<file path="config.mk">
export PLATFORM = sky130hd
export DESIGN_NAME = mem_err_capture
export DESIGN_NICKNAME = d
export VERILOG_FILES = /design/src/rtl/mec_pkg.sv /design/src/rtl/mec_rst_sync.sv /design/src/rtl/mec_addr_capture.sv /design/src/rtl/mec_err_lane.sv /design/src/rtl/mec_regif.sv /design/src/rtl/mem_err_capture.sv
export SDC_FILE = /design/constraint.sdc
export NUM_CORES = 1
export LEC_CHECK = 0
export BUFFER_PORTS_ARGS = -buffer_cell sky130_fd_sc_hd__buf_2
export CORE_ASPECT_RATIO = 0.9
export CORE_UTILIZATION = 32
export CTS_CLUSTER_SIZE = 12
export DETAILED_ROUTE_END_ITERATION = 16
export GPL_TIMING_DRIVEN = 0
export SLEW_MARGIN = 20
export SYNTH_ARGS = -nofsm -noshare
export SYNTH_HDL_FRONTEND = slang
export SYNTH_HIERARCHICAL = 1
export SYNTH_SLANG_ARGS = --single-unit
</file>
<file path="constraint.sdc">
create_clock -name clk -period 2.3 [get_ports clk]
set_clock_uncertainty 0.1 [all_clocks]
set_input_delay 0.46 -clock clk [delete_from_list [all_inputs] [get_ports clk]]
set_output_delay 0.46 -clock clk [all_outputs]
set_load 0.01 [all_outputs]
</file>
<file path="src/rtl/mec_pkg.sv">
package mec_pkg;
  typedef enum logic [1:0] {
    SEL_ADDR = 2'd0,
    SEL_STAT = 2'd1,
    SEL_CMD  = 2'd2,
    SEL_NONE = 2'd3
  } reg_sel_e;

  localparam int KIND_SBE  = 0;
  localparam int KIND_MBE  = 1;
  localparam int NUM_KINDS = 2;
endpackage

</file>
<file path="src/rtl/mec_rst_sync.sv">
module mec_rst_sync #(
  parameter int STAGES = 2
) (
  input  logic clk,
  input  logic rst_n,
  output logic rst_sync_n
);
  logic [STAGES-1:0] sync_q;
  logic [STAGES-1:0] sync_d;

  always_comb begin
    sync_d = {sync_q[STAGES-2:0], 1'b1};
  end

  always_ff @(posedge clk or negedge rst_n) begin
    if (!rst_n) begin
      sync_q <= '0;
    end else begin
      sync_q <= sync_d;
    end
  end

  assign rst_sync_n = sync_q[STAGES-1];
endmodule

</file>
<file path="src/rtl/mec_addr_capture.sv">
module mec_addr_capture
  import mec_pkg::*;
#(
  parameter int ADDR_W     = 32,
  parameter int PAGE_SHIFT = 12,
  localparam int PAGE_W    = ADDR_W - PAGE_SHIFT
) (
  input  logic                 clk,
  input  logic                 rst_n,
  input  logic                 sbe_evt,
  input  logic [ADDR_W-1:0]    sbe_addr,
  input  logic                 mbe_evt,
  input  logic [ADDR_W-1:0]    mbe_addr,
  input  logic [NUM_KINDS-1:0] clr_mask,
  output logic [PAGE_W-1:0]    page_q,
  output logic [NUM_KINDS-1:0] flag_q,
  output logic [NUM_KINDS-1:0] cap_o
);
  logic [PAGE_W-1:0]    page_d;
  logic                 page_en;
  logic [NUM_KINDS-1:0] flag_d;
  logic                 flag_en;

  always_comb begin
    cap_o[KIND_SBE] = sbe_evt & ~flag_q[KIND_SBE];
    cap_o[KIND_MBE] = mbe_evt & ~flag_q[KIND_MBE];
    // multi-bit wins the page; single-bit only loads an empty page
    page_en = cap_o[KIND_MBE] | (cap_o[KIND_SBE] & ~flag_q[KIND_MBE]);
    page_d  = cap_o[KIND_MBE] ? mbe_addr[ADDR_W-1:PAGE_SHIFT]
                              : sbe_addr[ADDR_W-1:PAGE_SHIFT];
    flag_d  = (flag_q & ~clr_mask) | cap_o;
    flag_en = (|cap_o) | (|clr_mask);
  end

  always_ff @(posedge clk or negedge rst_n) begin
    if (!rst_n) begin
      page_q <= '0;
      flag_q <= '0;
    end else begin
      if (page_en) page_q <= page_d;
      if (flag_en) flag_q <= flag_d;
    end
  end
endmodule

</file>
<file path="src/rtl/mec_err_lane.sv">
module mec_err_lane #(
  parameter int ROW_W = 3
) (
  input  logic             clk,
  input  logic             rst_n,
  input  logic             evt,
  input  logic [ROW_W-1:0] row,
  input  logic             clr,
  output logic             seen_q,
  output logic [ROW_W-1:0] row_q
);
  logic             cap;
  logic             lane_en;
  logic             seen_d;
  logic [ROW_W-1:0] row_d;

  always_comb begin
    cap     = evt & ~seen_q;
    lane_en = cap | (clr & seen_q);
    seen_d  = cap;
    row_d   = cap ? row : '0;
  end

  always_ff @(posedge clk or negedge rst_n) begin
    if (!rst_n) begin
      seen_q <= 1'b0;
      row_q  <= '0;
    end else if (lane_en) begin
      seen_q <= seen_d;
      row_q  <= row_d;
    end
  end
endmodule

</file>
<file path="src/rtl/mec_regif.sv">
module mec_regif
  import mec_pkg::*;
#(
  parameter int ADDR_W     = 32,
  parameter int PAGE_SHIFT = 12,
  parameter int ROW_W      = 3,
  localparam int PAGE_W    = ADDR_W - PAGE_SHIFT,
  localparam int LANE_W    = ROW_W + 1,
  localparam int STAT_W    = NUM_KINDS * LANE_W
) (
  input  logic                 clk,
  input  logic                 rst_n,
  input  logic [1:0]           reg_sel,
  input  logic                 reg_wr,
  input  logic [ADDR_W-1:0]    reg_wdata,
  input  logic [PAGE_W-1:0]    page_q,
  input  logic [NUM_KINDS-1:0] addr_flag,
  input  logic [STAT_W-1:0]    stat_vec,
  input  logic [NUM_KINDS-1:0] addr_cap,
  output logic [ADDR_W-1:0]    reg_rdata,
  output logic [NUM_KINDS-1:0] addr_clr,
  output logic [NUM_KINDS-1:0] stat_clr,
  output logic [NUM_KINDS-1:0] cmd_q,
  output logic                 serr_o
);
  reg_sel_e             sel;
  logic                 cmd_en;
  logic [NUM_KINDS-1:0] cmd_d;
  logic                 serr_d;

  always_comb begin
    sel    = reg_sel_e'(reg_sel);
    cmd_en = reg_wr && (sel == SEL_CMD);
    cmd_d  = reg_wdata[NUM_KINDS-1:0];
    serr_d = |(addr_cap & cmd_q);
    addr_clr = (reg_wr && (sel == SEL_ADDR)) ? reg_wdata[NUM_KINDS-1:0] : '0;
    for (int k = 0; k < NUM_KINDS; k++) begin
      stat_clr[k] = reg_wr && (sel == SEL_STAT) && reg_wdata[k*LANE_W];
    end
  end

  always_comb begin
    reg_rdata = '0;
    unique case (sel)
      SEL_ADDR: begin
        reg_rdata[ADDR_W-1:PAGE_SHIFT] = page_q;
        reg_rdata[NUM_KINDS-1:0]       = addr_flag;
      end
      SEL_STAT: reg_rdata[STAT_W-1:0]    = stat_vec;
      SEL_CMD:  reg_rdata[NUM_KINDS-1:0] = cmd_q;
      default:  reg_rdata = '0;
    endcase
  end

  always_ff @(posedge clk or negedge rst_n) begin
    if (!rst_n) begin
      cmd_q  <= '0;
      serr_o <= 1'b0;
    end else begin
      if (cmd_en) cmd_q <= cmd_d;
      serr_o <= serr_d;
    end
  end
endmodule

</file>
<file path="src/rtl/mem_err_capture.sv">
module mem_err_capture
  import mec_pkg::*;
#(
  parameter int ADDR_W     = 32,
  parameter int PAGE_SHIFT = 12,
  parameter int ROW_W      = 3
) (
  input  logic              clk,
  input  logic              rst_n,
  input  logic              sbe_evt,
  input  logic [ADDR_W-1:0] sbe_addr,
  input  logic [ROW_W-1:0]  sbe_row,
  input  logic              mbe_evt,
  input  logic [ADDR_W-1:0] mbe_addr,
  input  logic [ROW_W-1:0]  mbe_row,
  input  logic [1:0]        reg_sel,
  input  logic              reg_wr,
  input  logic [ADDR_W-1:0] reg_wdata,
  output logic [ADDR_W-1:0] reg_rdata,
  output logic              serr_o
);
  localparam int PAGE_W = ADDR_W - PAGE_SHIFT;
  localparam int LANE_W = ROW_W + 1;
  localparam int STAT_W = NUM_KINDS * LANE_W;

  logic                 rst_sync_n;
  logic [PAGE_W-1:0]    page_q;
  logic [NUM_KINDS-1:0] addr_flag;
  logic [NUM_KINDS-1:0] addr_cap;
  logic [NUM_KINDS-1:0] addr_clr;
  logic [NUM_KINDS-1:0] stat_clr;
  logic [NUM_KINDS-1:0] cmd_q;
  logic [STAT_W-1:0]    stat_vec;
  logic [NUM_KINDS-1:0] lane_evt;
  logic [ROW_W-1:0]     lane_row [NUM_KINDS];

  assign lane_evt[KIND_SBE] = sbe_evt;
  assign lane_evt[KIND_MBE] = mbe_evt;
  assign lane_row[KIND_SBE] = sbe_row;
  assign lane_row[KIND_MBE] = mbe_row;

  mec_rst_sync #(.STAGES(2)) u_rst_sync (
    .clk        (clk),
    .rst_n      (rst_n),
    .rst_sync_n (rst_sync_n)
  );

  mec_addr_capture #(.ADDR_W(ADDR_W), .PAGE_SHIFT(PAGE_SHIFT)) u_addr (
    .clk      (clk),
    .rst_n    (rst_sync_n),
    .sbe_evt  (sbe_evt),
    .sbe_addr (sbe_addr),
    .mbe_evt  (mbe_evt),
    .mbe_addr (mbe_addr),
    .clr_mask (addr_clr),
    .page_q   (page_q),
    .flag_q   (addr_flag),
    .cap_o    (addr_cap)
  );

  for (genvar k = 0; k < NUM_KINDS; k++) begin : g_lane
    logic             seen_q;
    logic [ROW_W-1:0] row_q;
    mec_err_lane #(.ROW_W(ROW_W)) u_lane (
      .clk    (clk),
      .rst_n  (rst_sync_n),
      .evt    (lane_evt[k]),
      .row    (lane_row[k]),
      .clr    (stat_clr[k]),
      .seen_q (seen_q),
      .row_q  (row_q)
    );
    assign stat_vec[k*LANE_W]            = seen_q;
    assign stat_vec[k*LANE_W+1 +: ROW_W] = row_q;
  end

  mec_regif #(.ADDR_W(ADDR_W), .PAGE_SHIFT(PAGE_SHIFT), .ROW_W(ROW_W)) u_regif (
    .clk       (clk),
    .rst_n     (rst_sync_n),
    .reg_sel   (reg_sel),
    .reg_wr    (reg_wr),
    .reg_wdata (reg_wdata),
    .page_q    (page_q),
    .addr_flag (addr_flag),
    .stat_vec  (stat_vec),
    .addr_cap  (addr_cap),
    .reg_rdata (reg_rdata),
    .addr_clr  (addr_clr),
    .stat_clr  (stat_clr),
    .cmd_q     (cmd_q),
    .serr_o    (serr_o)
  );
endmodule

</file>
==> results_dict.tcl, run 1 <==
set metrics [dict create \
    combPwrFrac_pct 39.8 \
    diodes 0 \
    use_met1_pct 15.36 \
    grtUsageMet3_pct 3.617 \
    start_util_pct 33.15 \
    gp_congestion 0.7065 \
    cts.clk_slew.worst_paths_ns 0.07 \
    setup_tns_ns 0 \
    use_met2_pct 21.59 \
    layout.nets 358 \
    pwr-share-seq_pct 42.3 \
    hpwl_um 3086 \
    max-slew-margin-rel_pct 51.10 \
    drtAntennaViolNets 0 \
    root_buffer "clkbuf_8" \
    routed_via_density 4.414 \
    routedWlPerCell_um 12.28 \
    cts_tree "yes" \
    hold_viol 0 \
    min_period_over_period_pct 84.11 \
    endpoint_kind "primary output" \
    grt_pass1_wl_um 6561 \
    syn_inst 154 \
    period_minus_slack_ns 1.935 \
    start_kind "input pin" \
    critPathMaxFanout 10 \
    setup_violations 0 \
    cts.sinks 35 \
    synth_cell_types 22 \
    dieArea_sq_um 6657 \
    fillers 587 \
    drive_above_1_share_pct 58.23 \
    areaGrowthSynthToFinish_pct 30.99 \
    drc 0 \
    cts_made_buffers 5 \
    ir_worst_vdd_mv 0.3406 \
    busiest_layer "met2" \
    p_clk_share_pct 17.9 \
    intPower_mw 1.654 \
    pin_count 142 \
    path_class "input pin to primary output" \
    drt-pass1-iter-count 4 \
    yosys_register_bits 35 \
    fmax_mhz 516.9 \
    die_w_um 85.89 \
    avgSynthCellArea_sq_um 13.16 \
    p_switching_uw 649.9 \
    grt_max_degree 34 \
    clk_path_buf_depth 2 \
    maxCapViolCount 0 \
    cp.arrival_ns 1.37 \
    antenna_found_initial 0 \
    crit_chain "buf_2 > nor2_1 > clkbuf_2 > and2_1 > buf_2" \
    swShare_pct 28.21 \
    clock_latency_ns 0.28 \
    port_buffers 84 \
    grt_remaining_overflow 0 \
    ys_warn_count 6 \
    layout_commonest_cell "buf_2" \
    vias 1483 \
    required_ns 1.74 \
    cts_max_level 2 \
    r2r_cells 4 \
    finalMaxSlewViolations 0 \
    power.density_nw_per_um2 867.9 \
    core_sq_um 6115 \
    die_h_um 77.51 \
    track_usage_pct 12.81 \
    tightest_slew_ns 0.7335 \
    first_global_vias 1435 \
    cpMostUsedCell "buf_2" \
    slowest_delay_ns 0.27 \
    rsz0062_at_grt "false" \
    netlist_area_sq_um 2027 \
    layout_common_cells "buf_2, mux2_4, dfrtp_1, and2_1" \
    holdCritPathClass "flip-flop to async pin" \
    first_iter_violations 32 \
    p_leak_nw 1.432 \
    rows 27 \
    wl_um 4127 \
    place_area_sq_um 2569 \
    outcome "finished clean" \
    cpMaxStageDelayCell "clkbuf_2" \
    synth.yosys.seq_area_share_pct 43.21 \
    fin_area_sq_um 2655 \
]
[worst paths after layout]
check                                          startpoint                               endpoint  slack, ns
setup reg to reg             u_addr/flag_q[1]$_DFFE_PN0P_           u_addr/page_q[5]$_DFFE_PN0P_       0.76
hold / removal             u_rst_sync/sync_q[1]$_DFF_PN0_  g_lane[0].u_lane/row_q[0]$_DFFE_PN0P_       0.24
max in group asynchronous  u_rst_sync/sync_q[1]$_DFF_PN0_           u_addr/page_q[0]$_DFFE_PN0P_       1.39
min in group clk           u_rst_sync/sync_q[0]$_DFF_PN0_         u_rst_sync/sync_q[1]$_DFF_PN0_       0.26
setup / recovery                               reg_sel[1]                          reg_rdata[28]       0.37
hold reg to reg            u_rst_sync/sync_q[1]$_DFF_PN0_  g_lane[0].u_lane/row_q[0]$_DFFE_PN0P_       0.24
[synth_stat cells]
cell type | n | area (sq um)
a21oi_1 | 3 | 15.01
a22o_1 | 1 | 8.760
and2_1 | 26 | 162.7
and2b_1 | 2 | 15.01
and3_1 | 4 | 25.02
buf_2 | 1 | 5.000
buf_4 | 5 | 37.54
buf_6 | 3 | 33.78
clkbuf_2 | 2 | 10.01
conb_1 | 2 | 7.510
dfrtp_1 | 35 | 875.8
inv_1 | 2 | 7.510
mux2_2 | 6 | 67.56
mux2_4 | 36 | 540.5
mux2i_1 | 8 | 80.08
nand2b_4 | 1 | 13.76
nand3b_2 | 1 | 11.26
nor2_1 | 4 | 15.01
nor2b_1 | 2 | 12.51
o21a_1 | 1 | 7.510
o21ai_0 | 1 | 5.000
o2bb2ai_1 | 8 | 70.07
[state kept, by name (all words and copies together), names as in the netlist]
name / count
u_regif/cmd_q: 2
g_lane.u_lane/row_q: 6
g_lane.u_lane/seen_q: 2
u_regif/serr_o: 1
u_addr/page_q: 20
u_rst_sync/sync_q: 2
u_addr/flag_q: 2
[worst max-delay path, delay by kind of cell]
kind / cells / cell delay (ns)
buffers and inverters: 3 / 0.54
and+or+nand+nor: 2 / 0.37
[what timing repair did]
item | 4_1_cts | 5_1_grt
gates resized for setup | 0 | 0
setup buffers | 0 | 0
hold buffers | 1 | 0
endpoints found under the hold margin | 2 | 0
[cell families (layout without fill, tap and decap cells)]
kind of cell,after synthesis,after routing,synth area share [%]
mux,50,50,33.95
simple gates,40,40,12.59
flops,35,35,43.21
compound gates,14,14,5.247
buf+inv,13,105,4.630
other cells,2,5,0.3705
[metrics by stage]
| step | power, mW | utilization [%] | hold WS [ns] | std cells | setup WS [ns] |
|---|---|---|---|---|---|
| after floorplan | 1.675 | - | 0.06441 | 157 | 0.7812 |
| after global placement | 1.888 | 41.99 | 0.1465 | 328 | 0.3614 |
| after detailed placement | 1.913 | 42.01 | 0.1463 | 328 | 0.3609 |
| after CTS | 2.342 | 43.42 | 0.2579 | 336 | 0.3578 |
| after global routing | 2.448 | 43.42 | 0.2601 | 336 | 0.2358 |
| final | 2.304 | 43.42 | 0.2376 | 336 | 0.3655 |
[power groups by stage]
| stage | sequential, mW | clock [mW] | combinational (mW) |
|---|---|---|---|
| after detailed placement | 0.983 | 0 | 0.930 |
| after CTS | 0.979 | 0.431 | 0.932 |
| final | 0.975 | 0.412 | 0.917 |
| after floorplan | 0.942 | 0 | 0.733 |
| after global placement | 0.975 | 0 | 0.913 |
| after global routing | 1.01 | 0.452 | 0.986 |
[cell type report]
| cell class | instances | area [sq um] | share of cell area (%) |
|---|---|---|---|
| Inverter | 2 | 7.507 | 0.2828 |
| Multi-Input combinational cell | 109 | 1069 | 40.24 |
| Sequential cell | 35 | 877.1 | 33.03 |
| Clock buffer | 7 | 76.32 | 2.875 |
| Buffer | 11 | 86.33 | 3.252 |
| Tap cell | 87 | 108.9 | 4.100 |
| Timing Repair Buffer | 85 | 430.4 | 16.21 |
[metal layers]
metal,share of wire (%),up-vias,routed length (um)
met5,0,-,0
met1,45,706,1837
met3,5.6,8,230
met2,48,48,1997
met4,1.5,0,62
li1,-,721,-
Note: power is estimated with default switching activity, not from simulation.
==> run 2: changes to the inputs <==
==> constraint.sdc (replaced) <==
create_clock -name clk -period 1.89 [get_ports clk]
set_clock_uncertainty 0.1 [all_clocks]
set_input_delay 0.378 -clock clk [delete_from_list [all_inputs] [get_ports clk]]
set_output_delay 0.378 -clock clk [all_outputs]
set_load 0.01 [all_outputs]
==> results_dict.tcl, run 2 (synthesized netlist as in run 1, its figures left out) <==
set metrics [dict create \
    cts.clk_slew.worst_paths_ns 0.07 \
    outcome "finished clean" \
    drtAntennaViolNets 0 \
    core_sq_um 6115 \
    layout.nets 358 \
    layout_commonest_cell "buf_2" \
    maxCapViolCount 0 \
    port_buffers 84 \
    ir_worst_vdd_mv 0.4145 \
    critPathMaxFanout 10 \
    drt-pass1-iter-count 4 \
    slowest_delay_ns 0.26 \
    gp_congestion 0.7065 \
    dieArea_sq_um 6657 \
    layout_common_cells "buf_2, mux2_4, dfrtp_1, and2_1" \
    tightest_slew_ns 0.7335 \
    areaGrowthSynthToFinish_pct 30.99 \
    cts.sinks 35 \
    grt_max_degree 34 \
    cpMaxStageDelayCell "buf_2" \
    start_kind "input pin" \
    drc 0 \
    crit_chain "buf_2 > nor2_1 > buf_2 > and2_1 > buf_2" \
    hpwl_um 3086 \
    power.density_nw_per_um2 1056 \
    reg_top3 "u_addr/page_q (20), g_lane.u_lane/row_q (6)" \
    utilization_pct 43.42 \
    grt_remaining_overflow 0 \
    regMostFlops "u_addr/page_q" \
    clk_path_buf_depth 2 \
    cpMostUsedCell "buf_2" \
    fmax_mhz 570.9 \
    setup_tns_ns 0 \
    combPwrFrac_pct 39.8 \
    clock_latency_ns 0.28 \
    p_clk_share_pct 17.9 \
    setup_violations 0 \
    required_ns 1.41 \
    max-slew-margin-rel_pct 51.10 \
    swShare_pct 28.21 \
    antenna_found_initial 0 \
    hold_viol 0 \
    wl_um 4127 \
    cts_max_level 2 \
    p_switching_uw 791.0 \
    first_iter_violations 32 \
    routedWlPerCell_um 12.28 \
    track_usage_pct 12.81 \
    grt_pass1_wl_um 6561 \
    intPower_mw 2.013 \
    p_leak_nw 1.432 \
    rsz0062_at_grt "false" \
    holdCritPathClass "flip-flop to async pin" \
    vias 1483 \
    cp.arrival_ns 1.27 \
    min_period_over_period_pct 92.68 \
    drive_above_1_share_pct 58.23 \
    endpoint_kind "primary output" \
    cts_made_buffers 5 \
    period_minus_slack_ns 1.752 \
    root_buffer "clkbuf_8" \
    first_global_vias 1435 \
    cts_tree "yes" \
    path_class "input pin to primary output" \
    die_w_um 85.89 \
    routed_via_density 4.414 \
    finalMaxSlewViolations 0 \
    diodes 0 \
    pwr-share-seq_pct 42.3 \
    cts_setup_buffers 0 \
    pin_count 142 \
    fillers 587 \
    die_h_um 77.51 \
    start_util_pct 33.15 \
    rows 27 \
    largest_reg_flops 20 \
]
==> run 2: changes by cell type in the layout (fill, tap and decap cells not counted) <==
cell,before,now
buf_2,85,86
clkbuf_2,2,1
==> run 2: through the flow <==
step           worst slack [ns]  std cells  hold slack [ns]  total power, mW  area [sq um]
6_report                 0.1384        336           0.2376            2.804          2655
5_1_grt                 0.01322        336           0.2601            2.980          2655
4_1_cts                  0.1118        336           0.2404            2.850          2655
3_5_place_dp             0.1149        328          0.06433            2.328          2569
3_3_place_gp             0.1154        328          0.06450            2.298          2567
2_1_floorplan            0.4568        157         -0.01759            2.038          2038
==> run 2: cell type report <==
type	count	area [sq um]	area share, %
repair buffers	85	430.4	16.21
clock buffers	7	76.32	2.875
plain buffers	11	86.33	3.252
flip-flops and latches	35	877.1	33.03
inverters	2	7.507	0.2828
multi-input cells	109	1069	40.24
well taps	87	108.9	4.100
==> run 2: worst max-delay path: cells and delay by family <==
family        cells  cell delay [ns]
buf+inv           3             0.53
simple gates      2             0.36
==> run 2: power by group through the flow <==
stage	clock network, mW	logic, mW	registers (mW)
5_1_grt	0.550	1.20	1.23
3_5_place_dp	0	1.13	1.20
4_1_cts	0.525	1.13	1.19
3_3_place_gp	0	1.11	1.19
6_report	0.502	1.12	1.19
2_1_floorplan	0	0.892	1.15
==> run 2: path summary, 6_finish.rpt <==
| check | from | endpoint | slack [ns] | depth (start not counted) |
|---|---|---|---|---|
| max | reg_sel[1] | reg_rdata[28] | 0.14 | 5 |
| min | u_rst_sync/sync_q[1]$_DFF_PN0_ | g_lane[0].u_lane/row_q[0]$_DFFE_PN0P_ | 0.24 | 0 |
| max reg2reg | u_addr/flag_q[1]$_DFFE_PN0P_ | u_addr/page_q[5]$_DFFE_PN0P_ | 0.35 | 4 |
| min reg2reg | u_rst_sync/sync_q[1]$_DFF_PN0_ | g_lane[0].u_lane/row_q[0]$_DFFE_PN0P_ | 0.24 | 0 |
| max in group asynchronous | u_rst_sync/sync_q[1]$_DFF_PN0_ | u_addr/page_q[0]$_DFFE_PN0P_ | 0.98 | 0 |
| min in group clk | reg_wdata[1] | u_regif/cmd_q[1]$_DFFE_PN0P_ | 0.24 | 2 |
==> run 2: metal layers <==
layer	part of all wire (%)	routed length [um]	vias to the layer above	GRT usage, %
met5	0	0	-	0
met4	1.5	62	0	5.000
met3	5.6	230	8	3.617
met2	48	1996	48	21.59
met1	45	1838	706	15.36
li1	-	-	721	-
==> run 2: what timing repair did <==
item	in CTS	in global routing
setup endpoints to repair	0	1
gates resized for setup	0	1
hold buffers	1	0
hold endpoints to repair	2	0
